==> config.mk <==
export PLATFORM = sky130hd
export DESIGN_NAME = wdt_guard
export DESIGN_NICKNAME = d
export VERILOG_FILES = /design/src/rtl/wdt_guard_pkg.sv /design/src/rtl/wdt_gate.sv /design/src/rtl/wdt_tick_counter.sv /design/src/rtl/wdt_guard.sv
export SDC_FILE = /design/constraint.sdc
export NUM_CORES = 1
export LEC_CHECK = 0
export CAP_MARGIN = 0
export CORE_AREA = 2 2 73 75
export DETAILED_ROUTE_END_ITERATION = 7
export DIE_AREA = 0 0 75 77
export MAX_ROUTING_LAYER = met4
export SYNTH_ARGS = -nofsm -noshare
export SYNTH_HDL_FRONTEND = slang
export SYNTH_HIERARCHICAL = 1
export SYNTH_SLANG_ARGS = --single-unit
==> constraint.sdc <==
create_clock -name clk -period 3.32 [get_ports clk]
set_input_delay 0.498 -clock clk [delete_from_list [all_inputs] [get_ports clk]]
set_output_delay 0.498 -clock clk [all_outputs]
set_load 0.02 [all_outputs]
==> src/rtl/wdt_guard_pkg.sv <==
`timescale 1ns/1ps
package wdt_guard_pkg;

  localparam logic [3:0] PRE_IMMEDIATE = 4'd8;
  localparam logic [3:0] PRE_RESET     = 4'd1;

  // ticks in one timeout period for a counting code
  function automatic logic [31:0] span_ticks(input logic [3:0] pre,
                                             input int unsigned shift);
    return 32'd1 << (32'(pre) + shift);
  endfunction

  function automatic logic code_counts(input logic [3:0] pre);
    return pre < PRE_IMMEDIATE;
  endfunction

endpackage

==> src/rtl/wdt_gate.sv <==
`timescale 1ns/1ps
module wdt_gate #(
  parameter int unsigned ADDR_W    = 4,
  parameter int unsigned CTRL_ADDR = 0
) (
  input  logic              clk,
  input  logic              rst_n,
  input  logic              we,
  input  logic [ADDR_W-1:0] addr,
  input  logic              wbit0,
  output logic              unlocked,
  output logic              accept
);
  logic hit;
  assign hit    = (addr == ADDR_W'(CTRL_ADDR));
  assign accept = we && hit && unlocked;

  always_ff @(posedge clk or negedge rst_n) begin
    if (!rst_n) begin
      unlocked <= 1'b0;
    end else if (we) begin
      if (unlocked)          unlocked <= 1'b0;
      else if (hit && wbit0) unlocked <= 1'b1;
    end
  end

  // any write consumes the unlock
  a_r3_unlock_consumed: assert property (@(posedge clk) disable iff (!rst_n)
    (we && unlocked) |=> !unlocked);

endmodule

==> src/rtl/wdt_tick_counter.sv <==
`timescale 1ns/1ps
module wdt_tick_counter
  import wdt_guard_pkg::*;
#(
  parameter int unsigned CNT_W      = 16,
  parameter int unsigned BASE_SHIFT = 9
) (
  input  logic       clk,
  input  logic       rst_n,
  input  logic       run,
  input  logic [3:0] pre,
  input  logic       tick,
  input  logic       restart,
  output logic       expire
);
  localparam int unsigned MAX_SPAN_LOG = 7 + BASE_SHIFT;

  logic [CNT_W-1:0] cnt;
  logic [31:0]      span;
  logic             counting, terminal, immediate;

  assign span      = span_ticks(pre, BASE_SHIFT);
  assign counting  = run && code_counts(pre);
  assign terminal  = (32'(cnt) == span - 32'd1);
  assign immediate = run && (pre == PRE_IMMEDIATE);
  assign expire    = immediate || (counting && tick && terminal);

  always_ff @(posedge clk or negedge rst_n) begin
    if (!rst_n) begin
      cnt <= '0;
    end else if (restart || !run) begin
      cnt <= '0;
    end else if (counting && tick) begin
      cnt <= terminal ? '0 : cnt + 1'b1;
    end
  end

  initial begin
    if (CNT_W < MAX_SPAN_LOG)
      $error("wdt_tick_counter: CNT_W too small for BASE_SHIFT");
  end

  // the count never reaches the selected span
  a_r4_cnt_below_span: assert property (@(posedge clk) disable iff (!rst_n)
    counting |-> (32'(cnt) < span));

endmodule

==> src/rtl/wdt_guard.sv <==
`timescale 1ns/1ps
module wdt_guard
  import wdt_guard_pkg::*;
#(
  parameter int unsigned ADDR_W     = 4,
  parameter int unsigned CTRL_ADDR  = 0,
  parameter int unsigned CNT_W      = 16,
  parameter int unsigned BASE_SHIFT = 9
) (
  input  logic              clk,
  input  logic              rst_n,
  input  logic              tick_en,
  input  logic              psm_evt,
  input  logic [ADDR_W-1:0] bus_addr,
  input  logic              bus_we,
  input  logic [7:0]        bus_wdata,
  output logic [7:0]        bus_rdata,
  input  logic              irq_ack,
  output logic              rst_req,
  output logic              irq_req
);
  logic [3:0] pre_q;
  logic       mode_q, flag_q, run_q;
  logic       unlocked, accept, expire, restart;
  logic       fire_reset, fire_irq, hit;

  assign hit = (bus_addr == ADDR_W'(CTRL_ADDR));

  wdt_gate #(.ADDR_W(ADDR_W), .CTRL_ADDR(CTRL_ADDR)) u_gate (
    .clk(clk), .rst_n(rst_n), .we(bus_we), .addr(bus_addr),
    .wbit0(bus_wdata[0]), .unlocked(unlocked), .accept(accept)
  );

  assign restart = (accept && bus_wdata[1]) || psm_evt;

  wdt_tick_counter #(.CNT_W(CNT_W), .BASE_SHIFT(BASE_SHIFT)) u_cnt (
    .clk(clk), .rst_n(rst_n), .run(run_q), .pre(pre_q), .tick(tick_en),
    .restart(restart), .expire(expire)
  );

  // expiry routing: code 8 always resets
  assign fire_reset = expire && (!mode_q || pre_q == PRE_IMMEDIATE);
  assign fire_irq   = expire && mode_q && (pre_q != PRE_IMMEDIATE);

  always_ff @(posedge clk or negedge rst_n) begin
    if (!rst_n) begin
      pre_q   <= PRE_RESET;
      mode_q  <= 1'b0;
      flag_q  <= 1'b0;
      run_q   <= 1'b0;
      rst_req <= 1'b0;
      irq_req <= 1'b0;
    end else begin
      rst_req <= fire_reset;
      if (accept) begin
        pre_q  <= bus_wdata[7:4];
        mode_q <= bus_wdata[3];
      end
      if (expire)                       flag_q <= 1'b1;
      else if (accept && !bus_wdata[2]) flag_q <= 1'b0;
      if (psm_evt)         run_q <= 1'b0;
      else if (fire_reset) run_q <= 1'b0;
      else if (accept)     run_q <= bus_wdata[1];
      if (fire_irq)     irq_req <= 1'b1;
      else if (irq_ack) irq_req <= 1'b0;
    end
  end

  assign bus_rdata = hit ? {pre_q, mode_q, flag_q, run_q, unlocked} : 8'h00;

  // reset request lasts one clock and disarms with the flag set
  a_r7_reset_one_cycle: assert property (@(posedge clk) disable iff (!rst_n)
    rst_req |=> !rst_req);
  a_r7_reset_disarms: assert property (@(posedge clk) disable iff (!rst_n)
    rst_req |-> (!run_q && flag_q));
  // interrupt held until acknowledged
  a_r8_irq_held: assert property (@(posedge clk) disable iff (!rst_n)
    (irq_req && !irq_ack) |=> irq_req);
  // locked store keeps code and mode
  a_r2_locked_keeps: assert property (@(posedge clk) disable iff (!rst_n)
    (bus_we && hit && !unlocked) |=> ($stable(pre_q) && $stable(mode_q)));
  // flag follows each expiry
  a_r9_flag_on_expire: assert property (@(posedge clk) disable iff (!rst_n)
    expire |=> flag_q);
  // supply-monitor event disarms
  a_r10_psm_disarms: assert property (@(posedge clk) disable iff (!rst_n)
    psm_evt |=> !run_q);

endmodule

==> reports/results.tsv <==
metric	value	unit
Setup TNS	0	ns
Async SR Flop Fraction	100	%
DPL Wire Length	2910	um
Max stage delay on crit path	0.60	ns
CTS tree	yes	
placed cell area	2060	um2
simple-gate share of the synthesized area	29.8	%
Switch Pwr	0.141	mW
DRC Markers	0	
Final Power	0.657	mW
Crit Path Max Fanout	8	
RSZ-0062 raised after global routing	no	
sequential share of power	49.3	%
Worst Path Arrival	2.17	ns
synthesis-stage register bit count	26	
P_int	0.515	mW
nets	230	
register area share after synthesis	38.1	%
largest family of logic cells by synthesized area	simple AND/OR/NAND/NOR gates	
worst-skew pair later-pin latency	0.28	ns
most frequent CP cell	clkdlybuf4s50_1	
Clk pwr share	40.3	%
Core ar.	4980	um2
critical path type	primary input to primary output	
CTS Root Cell	clkbuf_8	
Yosys cell types	48	
die span in y	77	um
multi-input logic area	978	um2
crit share post-route	80.4	%
worst slew pin tran	0.621	ns
Vias per Instance	4.98	
startpoint types	primary input	
Power Dens Cells	308	nW/um2
first-pass GRT wire length	6580	um
Final ANT Viol Nets	0	
buffer depth of the longest clock path	2	
Hold EP	flag_q$_DFFE_PN0P_	
Initial DRT Pass Iterations	4	
hold depth	1	
fraction of layout cells with a size suffix above 1	11.5	%
clock-pin slew on the worst setup and hold paths	0.09	ns
routed vias	1390	
Final Hold Viols	0	
highest-count cells in the layout ignoring fill and taps	clkdlybuf4s50_1, dfrtp_1, nor3_1	
Syn-to-layout area delta	24.8	%
post-synthesis mux area share	3.22	%
max-capacitance violation count	0	
Max H-tree Level	1	
f_max	0.374	GHz
xor/xnor share of the synthesized area	9.22	%
commonest register cell after synthesis	dfrtp_1	
die area	5780	um2
final setup margin	0.649	ns
CP delay by family, top	buffers and inverters	
Iter 0 DRT Violations	35	
Die W	75	um
minimum clock period	2.67	ns
Hold Buf Count CTS	0	
Synth Area in Compound Gates	13.0	%
Reg area	652	um2
crit end category	primary output	
count of mapped cells out of synthesis	181	
Final setup viols	0	
most common cell after layout, fill and taps aside	clkdlybuf4s50_1	
yosys warns	6	
status	complete, no violations	
Reg-to-Reg End	run_q$_DFFE_PN0P_	
# IOs	28	
row count	26	
post-route cell area	2130	um2
switch share	21.5	%
Worst Hold Class	register to register	
R2R Setup Slk	0.74	ns
reg2reg path depth	8	
GRT Residual Overflow	0	
Buf/Inv on CP	2	
Layout Cells excl Fill	279	
Ant. Diodes	0	
vias in the first global route	1367	
postcts setup bufs	0	
Final Wtd Congestion	0.767	
fin. max-slew vios	0	
Setup Slack @ Placement	0.638	ns
Starting Density	34.4	%
Synth Cell Area	1710	um2
largest cells by area after synthesis	dfrtp_1, xor2_1, nor3_1	
share of total power in combinational logic	10.3	%
clock sinks	26	
worst hold start	flag_q$_DFFE_PN0P_	
EDFF count, synth	0	
Synth top area share	36.6	%
leakage	0.850	nW
final wirelength	3910	um
Peak VDD IR	0.222	mV
crit path from	bus_addr[1]	
post-cts resize count	0	
Port Buffers	27	
drt wl/cell	14.0	um
initial antenna violation count	0	
CP required	2.82	ns
Critical-path top delay cell	clkdlybuf4s50_1	
Cell Chain, Critical Path	clkdlybuf4s50_1 -> nor4_4 -> and2_1 -> clkdlybuf4s50_1	
Total GRT Usage	15.1	%
Adder-Cell Fraction of Synth Area	1.46	%
pin count of the biggest net entering global routing	27	
Worst R2R Start	pre_q[2]$_DFFE_PN0P_	
CTS buffer count	3	
fillcell total	487	
dpl cells	275	
clock skew	0.00283	ns
leading area contributor after synthesis	dfrtp_1	
Mean Syn Cell Area	9.45	um2
slew margin rel.	58.2	%
==> power by group through the flow <==
stage	clock, mW	combinational [mW]	sequential (mW)
2_1_floorplan	0	0.0328	0.327
3_5_place_dp	0	0.0676	0.330
4_1_cts	0.277	0.0683	0.324
3_3_place_gp	0	0.0670	0.330
6_report	0.265	0.0679	0.324
5_1_grt	0.285	0.0753	0.325
==> flip-flops by register name (all words and copies together), names as in the netlist <==
signal and count:
rst_req 1, u_gate/unlocked 1, run_q 1, pre_q 4, u_cnt/cnt 16, irq_req 1, flag_q 1, mode_q 1
==> cell usage after synthesis (all sizes together), types with 2 or more instances <==
master,count
a2111oi,3
and3,5
inv,8
o22ai,4
o21a,3
nor4,6
o21ai,4
xor2,11
nor2,3
ha,2
buf,2
or2,2
and2,8
nand4,7
nand2,13
a22o,2
a21o,2
xnor2,7
mux2,4
nor4b,2
dfrtp,25
nand3,4
nand2b,6
a21oi,3
nor2b,4
nor3,17
clkbuf,8
or3,2
==> cell type report <==
cell class / instances / area share (%)
Clock inverter: 1 / 1.41
Clock buffer: 3 / 1.93
Inverter: 8 / 1.41
Multi-Input combinational cell: 138 / 45.8
Sequential cell: 26 / 30.5
Tap cell: 70 / 4.10
Timing Repair Buffer: 33 / 14.8
==> cell families (layout without fill, tap and decap cells) <==
| group | Yosys count | in the layout |
|---|---|---|
| AOI/OAI and AO/OA | 28 | 28 |
| buffers and inverters | 18 | 45 |
| xor gates and xnor gates | 18 | 18 |
| adders and majority gates | 2 | 2 |
| other | 1 | 2 |
| DFF | 26 | 26 |
| and+or+nand+nor | 83 | 83 |
| muxes | 5 | 5 |
==> metrics by stage <==
step / utilization [%] / hold WS [ns]
floorplan: - / 0.202
detailed placement: 41.5 / 0.476
finish: 42.9 / 0.489
global placement: 41.5 / 0.462
global route: 42.9 / 0.534
CTS: 42.9 / 0.498
==> worst max-delay path by stage <==
stage / cells past startpoint / end / slack [ns]
6_report: 4 / bus_rdata[7] / 0.65
3_5_place_dp: 4 / bus_rdata[7] / 0.64
4_1_cts: 4 / bus_rdata[7] / 0.64
5_1_grt: 4 / bus_rdata[1] / 0.54
3_3_place_gp: 4 / bus_rdata[6] / 0.69
2_1_floorplan: 9 / run_q$_DFFE_PN0P_ / 1.0
==> per-layer routing <==
| metal | vias to the layer above | share of wire [%] | track usage, % |
|---|---|---|---|
| met3 | 7 | 2.3 | 1.58 |
| met1 | 652 | 48 | 21.9 |
| li1 | 708 | - | - |
| met4 | 0 | 2.2 | 6.07 |
| met2 | 23 | 47 | 21.5 |
| met5 | - | 0 | - |
No activity file was read; power rests on OpenSTA's default activity.
